===== config.mk =====
export PLATFORM = sky130hd
export DESIGN_NAME = ide_bm_dma
export DESIGN_NICKNAME = d
export VERILOG_FILES = /design/src/rtl/ide_bm_pkg.sv /design/src/rtl/ide_bm_decode.sv /design/src/rtl/ide_bm_chan.sv /design/src/rtl/ide_bm_rdmux.sv /design/src/rtl/ide_bm_dma.sv
export SDC_FILE = /design/constraint.sdc
export NUM_CORES = 1
export LEC_CHECK = 0
export ABC_CLOCK_PERIOD_IN_PS = 5400
export BUFFER_PORTS_ARGS = -buffer_cell sky130_fd_sc_hd__buf_2
export CAP_MARGIN = 20
export CORE_MARGIN = 2
export CORE_UTILIZATION = 55
export DETAILED_ROUTE_END_ITERATION = 7
export PLACE_DENSITY = 0.84
export SLEW_MARGIN = 10
export SYNTH_ARGS = -nofsm -noshare
export SYNTH_HDL_FRONTEND = slang
export SYNTH_SLANG_ARGS = --single-unit

===== constraint.sdc =====
create_clock -name clk -period 5.4 [get_ports clk]
set_clock_uncertainty 0.05 [all_clocks]
set_input_delay 1.08 -clock clk [delete_from_list [all_inputs] [get_ports clk]]
set_output_delay 1.08 -clock clk [all_outputs]
set_load 0.01 [all_outputs]

===== src/rtl/ide_bm_pkg.sv =====
package ide_bm_pkg;
  // two channels: the channel is picked by the top address bit
  localparam int NUM_CH = 2;

  // register offsets inside one channel window
  localparam int OFS_CMD = 'h00;
  localparam int OFS_CNT = 'h04; // write: count, read: status
  localparam int OFS_CFG = 'h08;

  // configuration bits that together permit DMA
  localparam int CFG_DMA_EN_BIT = 7;
  localparam int CFG_BM_BIT     = 1;

  localparam logic [1:0] DIR_TO_DRIVE   = 2'd1;
  localparam logic [1:0] DIR_FROM_DRIVE = 2'd2;

  localparam logic [15:0] STAT_OK  = 16'h00FF;
  localparam logic [15:0] STAT_ERR = 16'hFF00;

  typedef enum logic [1:0] {
    ENG_IDLE,
    ENG_BUSY,
    ENG_DONE,
    ENG_FAULT
  } eng_state_e;
endpackage


===== src/rtl/ide_bm_decode.sv =====
module ide_bm_decode
  import ide_bm_pkg::*;
#(
  parameter int ADDR_W = 8
) (
  input  logic                host_wr,
  input  logic                host_rd,
  input  logic [ADDR_W-1:0]   host_addr,
  output logic [NUM_CH-1:0]   wr_cmd,
  output logic [NUM_CH-1:0]   wr_cnt,
  output logic [NUM_CH-1:0]   wr_cfg,
  output logic [NUM_CH-1:0]   rd_stat
);
  localparam int OW = ADDR_W - 1;

  logic [OW-1:0] ofs;
  assign ofs = host_addr[OW-1:0];

  for (genvar ch = 0; ch < NUM_CH; ch++) begin : g_ch
    logic hit;
    assign hit        = (host_addr[ADDR_W-1] == 1'(ch));
    assign wr_cmd[ch]  = host_wr && hit && (ofs == OW'(OFS_CMD));
    assign wr_cnt[ch]  = host_wr && hit && (ofs == OW'(OFS_CNT));
    assign wr_cfg[ch]  = host_wr && hit && (ofs == OW'(OFS_CFG));
    assign rd_stat[ch] = host_rd && hit && (ofs == OW'(OFS_CNT));
  end
endmodule


===== src/rtl/ide_bm_chan.sv =====
module ide_bm_chan
  import ide_bm_pkg::*;
#(
  parameter int DATA_W = 32,
  parameter int CNT_W  = 16
) (
  input  logic              clk,
  input  logic              rst,
  input  logic              wr_cmd,
  input  logic              wr_cnt,
  input  logic              wr_cfg,
  input  logic              rd_stat,
  input  logic [DATA_W-1:0] wdata,
  input  logic              word_done,
  output logic [DATA_W-1:0] cmd_q,
  output logic [7:0]        cfg_q,
  output logic [DATA_W-1:0] status,
  output logic              busy,
  output logic              to_drive,
  output logic              dma_ok,
  output logic              irq,
  output logic [DATA_W-1:0] table_addr
);
  localparam int REM_W = CNT_W + 1;

  eng_state_e        state_q;
  logic [REM_W-1:0]  rem_q;
  logic              dir_q;
  logic [DATA_W-1:0] tbl_q;
  logic              dir_valid;
  logic              finish_ok;
  logic              finish_err;

  assign dma_ok    = cfg_q[CFG_DMA_EN_BIT] && cfg_q[CFG_BM_BIT];
  assign dir_valid = (cmd_q[1:0] == DIR_TO_DRIVE) || (cmd_q[1:0] == DIR_FROM_DRIVE);
  assign finish_ok = (state_q == ENG_BUSY) && word_done && (rem_q == REM_W'(1));
  assign finish_err = (state_q != ENG_BUSY) && wr_cnt && dma_ok && !dir_valid;

  // configuration and command registers
  always_ff @(posedge clk) begin
    if (rst) begin
      cmd_q <= '0;
      cfg_q <= '0;
    end else begin
      if (wr_cmd) cmd_q <= wdata;
      if (wr_cfg) cfg_q <= wdata[7:0];
    end
  end

  // launch / count / completion engine
  always_ff @(posedge clk) begin
    if (rst) begin
      state_q <= ENG_IDLE;
      rem_q   <= '0;
      dir_q   <= 1'b0;
      tbl_q   <= '0;
    end else begin
      case (state_q)
        ENG_BUSY: begin
          if (word_done) begin
            if (rem_q == REM_W'(1)) state_q <= ENG_DONE;
            rem_q <= rem_q - REM_W'(1);
          end
        end
        default: begin
          if (wr_cnt && dma_ok) begin
            if (dir_valid) begin
              state_q <= ENG_BUSY;
              rem_q   <= {1'b0, wdata[CNT_W-1:0]} + REM_W'(1);
              dir_q   <= (cmd_q[1:0] == DIR_TO_DRIVE);
              tbl_q   <= {cmd_q[DATA_W-1:2], 2'b00};
            end else begin
              state_q <= ENG_FAULT;
            end
          end
        end
      endcase
    end
  end

  // busmaster interrupt flag: completion wins over a same-cycle read
  always_ff @(posedge clk) begin
    if (rst)                      irq <= 1'b0;
    else if (finish_ok || finish_err) irq <= 1'b1;
    else if (rd_stat)             irq <= 1'b0;
  end

  always_comb begin
    case (state_q)
      ENG_BUSY:  status = DATA_W'(rem_q);
      ENG_DONE:  status = DATA_W'(STAT_OK);
      ENG_FAULT: status = DATA_W'(STAT_ERR);
      default:   status = '0;
    endcase
  end

  assign busy       = (state_q == ENG_BUSY);
  assign to_drive   = dir_q;
  assign table_addr = tbl_q;
endmodule


===== src/rtl/ide_bm_rdmux.sv =====
module ide_bm_rdmux
  import ide_bm_pkg::*;
#(
  parameter int ADDR_W = 8,
  parameter int DATA_W = 32
) (
  input  logic                           clk,
  input  logic                           rst,
  input  logic                           host_rd,
  input  logic [ADDR_W-1:0]              host_addr,
  input  logic [NUM_CH-1:0][DATA_W-1:0]  cmd_all,
  input  logic [NUM_CH-1:0][7:0]         cfg_all,
  input  logic [NUM_CH-1:0][DATA_W-1:0]  stat_all,
  output logic [DATA_W-1:0]              rdata
);
  localparam int OW = ADDR_W - 1;

  logic              ch;
  logic [OW-1:0]     ofs;
  logic [DATA_W-1:0] sel;

  assign ch  = host_addr[ADDR_W-1];
  assign ofs = host_addr[OW-1:0];

  always_comb begin
    if (ofs == OW'(OFS_CMD))      sel = cmd_all[ch];
    else if (ofs == OW'(OFS_CNT)) sel = stat_all[ch];
    else if (ofs == OW'(OFS_CFG)) sel = DATA_W'(cfg_all[ch]);
    else                          sel = '0;
  end

  always_ff @(posedge clk) begin
    if (rst)          rdata <= '0;
    else if (host_rd) rdata <= sel;
  end
endmodule


===== src/rtl/ide_bm_dma.sv =====
module ide_bm_dma
  import ide_bm_pkg::*;
#(
  parameter int ADDR_W = 8,
  parameter int DATA_W = 32,
  parameter int CNT_W  = 16
) (
  input  logic                     clk,
  input  logic                     rst,
  input  logic                     host_wr,
  input  logic                     host_rd,
  input  logic [ADDR_W-1:0]        host_addr,
  input  logic [DATA_W-1:0]        host_wdata,
  output logic [DATA_W-1:0]        host_rdata,
  input  logic [1:0]               word_done,
  output logic [1:0]               xfer_busy,
  output logic [1:0]               xfer_to_drive,
  output logic [1:0]               dma_mode,
  output logic [1:0]               bm_irq,
  output logic [2*DATA_W-1:0]      table_addr
);
  logic [NUM_CH-1:0] wr_cmd, wr_cnt, wr_cfg, rd_stat;
  logic [NUM_CH-1:0][DATA_W-1:0] cmd_all;
  logic [NUM_CH-1:0][7:0]        cfg_all;
  logic [NUM_CH-1:0][DATA_W-1:0] stat_all;

  ide_bm_decode #(.ADDR_W(ADDR_W)) u_dec (
    .host_wr  (host_wr),
    .host_rd  (host_rd),
    .host_addr(host_addr),
    .wr_cmd   (wr_cmd),
    .wr_cnt   (wr_cnt),
    .wr_cfg   (wr_cfg),
    .rd_stat  (rd_stat)
  );

  for (genvar ch = 0; ch < NUM_CH; ch++) begin : g_chan
    ide_bm_chan #(.DATA_W(DATA_W), .CNT_W(CNT_W)) u_chan (
      .clk       (clk),
      .rst       (rst),
      .wr_cmd    (wr_cmd[ch]),
      .wr_cnt    (wr_cnt[ch]),
      .wr_cfg    (wr_cfg[ch]),
      .rd_stat   (rd_stat[ch]),
      .wdata     (host_wdata),
      .word_done (word_done[ch]),
      .cmd_q     (cmd_all[ch]),
      .cfg_q     (cfg_all[ch]),
      .status    (stat_all[ch]),
      .busy      (xfer_busy[ch]),
      .to_drive  (xfer_to_drive[ch]),
      .dma_ok    (dma_mode[ch]),
      .irq       (bm_irq[ch]),
      .table_addr(table_addr[ch*DATA_W +: DATA_W])
    );
  end

  ide_bm_rdmux #(.ADDR_W(ADDR_W), .DATA_W(DATA_W)) u_rd (
    .clk      (clk),
    .rst      (rst),
    .host_rd  (host_rd),
    .host_addr(host_addr),
    .cmd_all  (cmd_all),
    .cfg_all  (cfg_all),
    .stat_all (stat_all),
    .rdata    (host_rdata)
  );
endmodule


==> results by group, run 1 <==
Final layout
  – Fin nets: 1416
  – # diodes: 0
  – Share of cells above drive strength 1: 16.5%
  – Area Overhead vs Synth: 14.0%
  – Most common cell after layout, fill and taps aside: nand2_1
  – Commonest cells after routing, fill and taps aside: nand2_1 (309), dfxtp_1 (214), a21oi_1 (200)

Global route
  – Total GRT Usage: 29.1%
  – Largest net degree at the start of global routing: 127
  – GR Overflow Total: 0
  – Initial antenna violation count: 0
  – Vias in the first global route: 8833
  – First-pass GRT wire length: 46200 µm

CTS
  – Num Clock Sinks: 214
  – TritonCTS clock tree: done
  – Post_cts resized: 0
  – CTS clk-pin slew, worst paths: 60 ps
  – Deepest clock path buffer count: 3
  – Clk_lat worst skew: 520 ps
  – Hold-fix buffers, CTS: 0
  – Postcts setup bufs: 0
  – Root Buffer: clkbuf_16
  – Htree depth: 1
  – TritonCTS Buffers: 22

Die
  – IO Pins: 150
  – Core ar.: 17800 µm²
  – DIE HEIGHT: 138 µm
  – FP Rows: 49
  – DIE WIDTH: 138 µm
  – Die area: 19100 µm²
  – Initial Util: 55.7%

Power and ir drop
  – Power per cell area: 293 nW/µm²
  – Pleak: 4.39 nW
  – Maximum VDD drop: 0.204 mV

Drt
  – Routed WL per cell: 18.2 µm
  – Post-DRT Antenna Nets: 0
  – Via count: 9586
  – Final WL: 29300 µm
  – Drt initial violations: 1180
  – Via/cell ratio: 5.96
  – DRC: 0
  – Drt first pass iters: 6

Timing
  – Final Critical Period: 3780 ps
  – Slew margin rel.: 30.2%
  – Worst Tran Pin Value: 1050 ps
  – RSZ-0062 raised after global routing: false
  – Final hold violations: 0
  – Worst setup margin: 1620 ps
  – Final Slew Violations: 0
  – Highest clock rate: 265 MHz
  – Final setup fails: 0
  – Tcrit/Tclk final: 70.0%
  – Setup TNS: 0 ps

Critical path
  – Reg2reg start: g_chan[0].u_chan.state_q[1]
  – Crit path DAT: 2650 ps
  – Reg2reg path depth: 7
  – Critical path origin: g_chan[0].u_chan.state_q[1]
  – R2r endpoint: g_chan[0].u_chan.rem_q[0]
  – CP max FO: 33
  – Type of origin of the critical path: flip-flop
  – Reg2Reg Setup Slack: 1940 ps
  – Setup Crit Path Kind: flip-flop to output pin
  – Setup crit end: xfer_busy[0]
  – Req. time, crit path: 4270 ps
  – Crit path capture type: output pin

Logic synthesis
  – EDFF count, synth: 0
  – Ys flop type: dfxtp_1
  – Synth Cell Area: 9930 µm²
  – Syn avg cell area: 7.72 µm²
  – Synthesized instance count: 1286
  – Yosys cell types: 60
  – Sequential-to-total area share from yosys stat: 43.1%
  – Register bit total from synthesis: 214
  – YS warnings: 0
  – Ys async rst share: 0%

Placed design
  – RePlAce Congestion: 0.973
  – Pre-CTS setup slack: 1990 ps
  – Count of buffers from port buffering: 145
  – Dpl hpwl: 19300 µm

Hold path
  – Hold Crit Class: flip-flop to flip-flop
  – Hold path start: g_chan[1].u_chan.table_addr[22]

Flow run
  – Max-cap viol count: 0

Run status
  – Status: finished clean
==> metrics by stage <==
stage               total power [mW]  instances  hold slack, ps  utilization (%)  area (µm²)
detailed placement              1.76       1567             390             59.2       10600
finish                          3.32       1608             397             63.5       11300
CTS                             3.32       1607             399             63.4       11300
global placement                1.76       1566             387             59.0       10500
global route                    3.40       1608             417             63.5       11300
floorplan                       1.71       1289             382                -        9940
==> layer usage <==
metal | GRT usage [%] | vias to the layer above | part of all wire [%]
li1 | - | 4547 | -
met1 | 38.1 | 4469 | 40
met2 | 47.8 | 482 | 47
met3 | 4.85 | 88 | 8.7
met4 | 12.2 | 0 | 3.7
met5 | 0 | - | 0
==> cell type report <==
cell class              count  area (µm²)
clock buffers              25         582
clock inverters            15         176
fillers                  1531        6520
inverters                  14        52.6
multi-input cells         951        5070
flip-flops and latches    214        4280
well taps                 229         287
repair buffers            160         865
==> power by group <==
part	internal, mW	switching, mW
sequential	1.58	0.00224
combinational	0.0426	0.101
clock	0.927	0.660
total	2.55	0.763
==> worst min path at each step <==
stage | end | slack (ps) | cells past startpoint
floorplan | g_chan[0].u_chan.to_drive | 380 | 2
global route | g_chan[1].u_chan.table_addr[18] | 420 | 2
CTS | g_chan[1].u_chan.table_addr[20] | 400 | 2
global placement | g_chan[0].u_chan.table_addr[31] | 390 | 2
detailed placement | g_chan[1].u_chan.table_addr[23] | 390 | 2
finish | g_chan[1].u_chan.table_addr[22] | 400 | 2
==> cell usage after synthesis, types with 9 or more instances <==
cell	count	area share, %
a211oi_1	12	0.91
a21oi_1	200	10
buf_2	21	1.1
buf_4	12	0.91
clkbuf_1	67	2.5
dfxtp_1	214	43
inv_1	14	0.53
mux2_2	16	1.8
mux2i_1	42	4.2
nand2_1	309	12
nand2b_1	29	1.8
nand3_1	31	1.6
nand4_1	18	1.1
nor2_1	85	3.2
nor3_1	21	1.1
nor4_1	9	0.57
o21ai_0	46	2.3
o221ai_1	9	0.79
or3_1	11	0.69
xnor2_1	9	0.79
==> worst max-delay path: stages (launching register included) <==
cell	delay, ps
dfxtp_1	510
nand2b_1	650
inv_1	640
buf_2	340
==> cells by family (layout without fill, tap and decap cells) <==
family	count (synthesis)	count (layout)	share of synthesized area, %
and+or+nand+nor	550	550	24.7
AOI/OAI and AO/OA	318	318	18.0
DFF	214	214	43.1
buffers and inverters	124	214	6.00
muxes	58	58	6.05
xor gates and xnor gates	14	14	1.23
adders and majority gates	7	7	0.882
other	1	4	0.0378
==> registers in the layout (all words and copies together) (netlist names) <==
register and flops:
g_chan.u_chan.cfg_q 16, g_chan.u_chan.state_q 4, g_chan.u_chan.irq 2, g_chan.u_chan.table_addr 60
u_rd.rdata 32, g_chan.u_chan.cmd_q 64, g_chan.u_chan.rem_q 34, g_chan.u_chan.to_drive 2
Power figures use the tool's default switching activity.
==> run 2: changes to the inputs <==
--- a/config.mk
+++ b/config.mk
@@ -5,7 +5,8 @@
 export SDC_FILE = /design/constraint.sdc
 export NUM_CORES = 1
 export LEC_CHECK = 0
-export ABC_CLOCK_PERIOD_IN_PS = 5400
+export ABC_AREA = 1
+export ABC_CLOCK_PERIOD_IN_PS = 3800
 export BUFFER_PORTS_ARGS = -buffer_cell sky130_fd_sc_hd__buf_2
 export CAP_MARGIN = 20
 export CORE_MARGIN = 2
==> constraint.sdc (replaced) <==
create_clock -name clk -period 3.8 [get_ports clk]
set_clock_uncertainty 0.05 [all_clocks]
set_input_delay 0.76 -clock clk [delete_from_list [all_inputs] [get_ports clk]]
set_output_delay 0.76 -clock clk [all_outputs]
set_load 0.01 [all_outputs]
==> run 2 against run 1 <==
  * Synthesized cell count grew 18%
  * Critical path depth is the same
  * Worst setup slack worse by 470 ps
  * Combinational power is 72% higher
  * First-iteration DRC count is 11% higher
  * Flip-flop and latch count unchanged
  * Via count up 9.5%
  * Design area up 4.2%
  * Core utilization decreased by 0.17 points
  * Largest power group unchanged
  * Highest routed layer unchanged
==> results by group, run 2 <==
Run status
  – Status: finished clean (unchanged)

Die
  – DIE HEIGHT: 142 µm (was 138 µm)
  – FP Rows: 50 (was 49)
  – Initial Util: 55.9% (was 55.7%)
  – Core ar.: 18600 µm² (was 17800 µm²)
  – IO Pins: 150 (unchanged)
  – Die area: 20100 µm² (was 19100 µm²)
  – DIE WIDTH: 142 µm (was 138 µm)

Global route
  – Initial antenna violation count: 0 (unchanged)
  – Largest net degree at the start of global routing: 91 (was 127)
  – Vias in the first global route: 9301 (was 8833)
  – Total GRT Usage: 31.3% (was 29.1%)
  – GR Overflow Total: 0 (unchanged)
  – First-pass GRT wire length: 50100 µm (was 46200 µm)

CTS
  – Clk_lat worst skew: 520 ps (about the same)
  – Hold-fix buffers, CTS: 0 (unchanged)
  – CTS clk-pin slew, worst paths: 60 ps (about the same)
  – TritonCTS Buffers: 23 (was 22)
  – Root Buffer: clkbuf_16 (unchanged)
  – TritonCTS clock tree: done (unchanged)
  – Postcts setup bufs: 0 (unchanged)
  – Htree depth: 1 (unchanged)
  – Deepest clock path buffer count: 3 (unchanged)
  – Num Clock Sinks: 214 (unchanged)
  – Post_cts resized: 0 (unchanged)

Critical path
  – Crit-path cells: inv_2, nor2_4, buf_2 (was nand2b_1, inv_1, buf_2)
  – Worst stage delay on the critical path: 520 ps (was 650 ps)
  – CP max FO: 20 (was 33)
  – Reg2reg start: g_chan[0].u_chan.state_q[0] (was g_chan[0].u_chan.state_q[1])
  – Reg2reg path depth: 9 (was 7)
  – WP buf/inv: 2 (unchanged)
  – Critical Path Slowest Stage Cell: dfxtp_1 (was nand2b_1)
  – Type of origin of the critical path: flip-flop (unchanged)
  – Req. time, crit path: 2990 ps (was 4270 ps)
  – Crit path DAT: 1850 ps (was 2650 ps)
  – Cell family with most CP delay: flip-flops (was buffers and inverters)
  – R2r endpoint: g_chan[0].u_chan.rem_q[8] (was g_chan[0].u_chan.rem_q[0])
  – Setup Crit Path Kind: flip-flop to output pin (unchanged)
  – Reg2Reg Setup Slack: 1360 ps (was 1940 ps)
  – Crit path capture type: output pin (unchanged)

Power and ir drop
  – Maximum VDD drop: 0.331 mV (was 0.204 mV)
  – Pint: 3.72 mW (was 2.55 mW)
  – Switching power: 1.12 mW (was 0.763 mW)
  – Power per cell area: 410 nW/µm² (was 293 nW/µm²)
  – Clk pwr share: 48.4% (was 47.9%)
  – Pwr Total: 4.84 mW (was 3.32 mW)
  – Sw Share: 23.2% (was 23.0%)
  – Pleak: 5.40 nW (was 4.39 nW)
  – Gate power share: 5.1% (was 4.3%)
  – Sequential power share: 46.6% (was 47.8%)

Timing
  – Tcrit/Tclk final: 69.9%
  – Worst setup margin: 1140 ps (was 1620 ps)
  – Final setup fails: 0 (unchanged)
  – Final Slew Violations: 0 (unchanged)
  – Final hold violations: 0 (unchanged)
  – Slew margin rel.: 30.1% (was 30.2%)
  – Worst Tran Pin Value: 1050 ps (about the same)
  – Highest clock rate: 377 MHz
  – RSZ-0062 raised after global routing: false (unchanged)
  – Setup TNS: 0 ps (unchanged)
  – Worst Hold Margin: 392 ps (was 397 ps)
  – Final Critical Period: 2660 ps

Logic synthesis
  – XOR/XNOR Fraction of Synth Area: 1.18% (was 1.23%)
  – Yosys cell types: 38 (was 60)
  – Synth Cell Area: 10400 µm² (was 9930 µm²)
  – Synthesized instance count: 1523 (was 1286)
  – Post-synth top area share: 41.1% (was 43.1%)
  – Top cells by area, synth: dfxtp_1 (41%), nand2_1 (10%), o21ai_0 (8.6%), a21oi_1 (7.0%), nor2_1 (6.2%) (was dfxtp_1 (43%), nand2_1 (12%), a21oi_1 (10%), mux2i_1 (4.2%), nor2_1 (3.2%))
  – Count leader, synth: nand2_1 (unchanged)
  – Syn avg cell area: 6.84 µm² (was 7.72 µm²)
  – Ys async rst share: 0% (unchanged)
  – Mux share of post-synthesis cell area: 0.192% (was 6.05%)
  – EDFF count, synth: 0 (unchanged)
  – Register bit total from synthesis: 214 (unchanged)
  – Compound-Gate Fraction of Synth Area: 20.4% (was 18.0%)
  – Post-Synth Simple-Gate Area: 24.8% (was 24.7%)
  – Largest family of logic cells by synthesized area: simple AND/OR/NAND/NOR gates (unchanged)
  – Sequential-to-total area share from yosys stat: 41.1% (was 43.1%)
  – Ys flop type: dfxtp_1 (unchanged)
  – Leading area contributor after synthesis: dfxtp_1 (unchanged)
  – Post-synthesis adder-cell area fraction: 0.840% (was 0.882%)
  – Synth top cells by count: nand2_1 (291), dfxtp_1 (214), o21ai_0 (179) (was nand2_1 (309), dfxtp_1 (214), a21oi_1 (200))
  – YS warnings: 0 (unchanged)

Final layout
  – Most common cell after layout, fill and taps aside: nand2_1 (unchanged)
  – Fin nets: 1657 (was 1416)
  – Largest register FFs: 64 (unchanged)
  – Share of cells above drive strength 1: 13.7% (was 16.5%)
  – # diodes: 0 (unchanged)
  – Biggest register: g_chan.u_chan.cmd_q (unchanged)
  – Fill cells: 1672 (was 1531)
  – Commonest cells after routing, fill and taps aside: nand2_1 (291), dfxtp_1 (214), o21ai_0 (179) (was nand2_1 (309), dfxtp_1 (214), a21oi_1 (200))
  – Area Overhead vs Synth: 13.2% (was 14.0%)
  – Fin util: 63.3% (was 63.5%)

Hold path
  – Hold Crit Class: flip-flop to flip-flop (unchanged)
  – Hold Path Depth: 2 (unchanged)
  – Hold EP: g_chan[1].u_chan.table_addr[2] (was g_chan[1].u_chan.table_addr[22])
  – Hold path start: g_chan[1].u_chan.table_addr[2] (was g_chan[1].u_chan.table_addr[22])

Drt
  – Final WL: 31800 µm (was 29300 µm)
  – Via count: 10500 (was 9586)
  – Via/cell ratio: 5.66 (was 5.96)
  – Drt first pass iters: 6 (unchanged)
  – Drt initial violations: 1307 (was 1180)
  – Routed WL per cell: 17.2 µm (was 18.2 µm)
  – DRC: 0 (unchanged)
  – Post-DRT Antenna Nets: 0 (unchanged)

Placed design
  – Count of buffers from port buffering: 145 (unchanged)
  – RePlAce Congestion: 0.980 (was 0.973)
  – Dpl hpwl: 22600 µm (was 19300 µm)
  – Pre-CTS setup slack: 858 ps (was 1990 ps)

Flow run
  – Max-cap viol count: 0 (unchanged)
## run 2: cell types whose count changed after synthesis, moves of 19 or more
cell,delta
nand2b_1,-29
a21oi_1,-54
o21ai_1,+19
nor2_1,+87
inv_1,+149
mux2i_1,-40
o21ai_0,+133
nand3_1,+84
clkbuf_1,-22
## run 2: worst max-delay path by stage
stage	from	endpoint	cells after the start
floorplan	host_addr[7]	g_chan[0].u_chan.rem_q[2]	10
global placement	host_addr[1]	g_chan[1].u_chan.rem_q[13]	10
detailed placement	host_addr[1]	g_chan[1].u_chan.rem_q[2]	10
CTS	g_chan[0].u_chan.state_q[0]	xfer_busy[0]	3
global route	g_chan[0].u_chan.state_q[0]	xfer_busy[0]	3
finish	g_chan[0].u_chan.state_q[0]	xfer_busy[0]	3
## run 2: routing by layer
| layer | part of all wire, % | vias up | routed length (µm) | track usage [%] |
|---|---|---|---|---|
| met5 | 0 | - | 0 | 0 |
| met4 | 3.5 | 0 | 1120 | 9.74 |
| met3 | 9.9 | 72 | 3140 | 5.06 |
| met2 | 43 | 568 | 13800 | 48.1 |
| met1 | 43 | 4734 | 13700 | 45.3 |
| li1 | - | 5119 | - | - |
## run 2: per-stage QoR
step                      std cells  cell area (µm²)
final                          1853            11800
after global routing           1853            11800
after CTS                      1853            11800
after detailed placement       1813            11000
after global placement         1813            11000
after floorplan                1526            10400
## run 2: logic make-up (layout without fill, tap and decap cells)
kind of cell | count (synthesis) | count (layout)
other | 1 | 4
AO/OA/AOI/OAI | 398 | 398
adder cells (fa/ha/maj) | 7 | 7
buffers and inverters | 276 | 369
AND/OR/NAND/NOR | 611 | 611
flip-flops | 214 | 214
XOR/XNOR | 14 | 14
multiplexers | 2 | 2
## run 2: worst reg2reg max path: cells and delay by family, from the launching register on
kind	cells	cell delay, ps
buffers and inverters	4	640
and+or+nand+nor	4	1000
DFF	1	520
AOI/OAI and AO/OA	1	60
## run 2: final cells by class
class	instances	area [µm²]	share of cell area, %
inverter	172	651	5.51
multi-input combinational	1036	4950	42.0
sequential	214	4280	36.3
clock buffer	31	646	5.47
timing repair buffer	157	828	7.02
clock inverter	9	141	1.20
tap	234	293	2.48
## run 2: power groups by stage
stage                     logic, mW  clock network (mW)  registers (mW)
after floorplan               0.142                   0            2.31
after global placement        0.235                   0            2.30
after detailed placement      0.237                   0            2.30
after CTS                     0.238                2.36            2.25
after global routing          0.264                2.44            2.25
final                         0.246                2.34            2.25
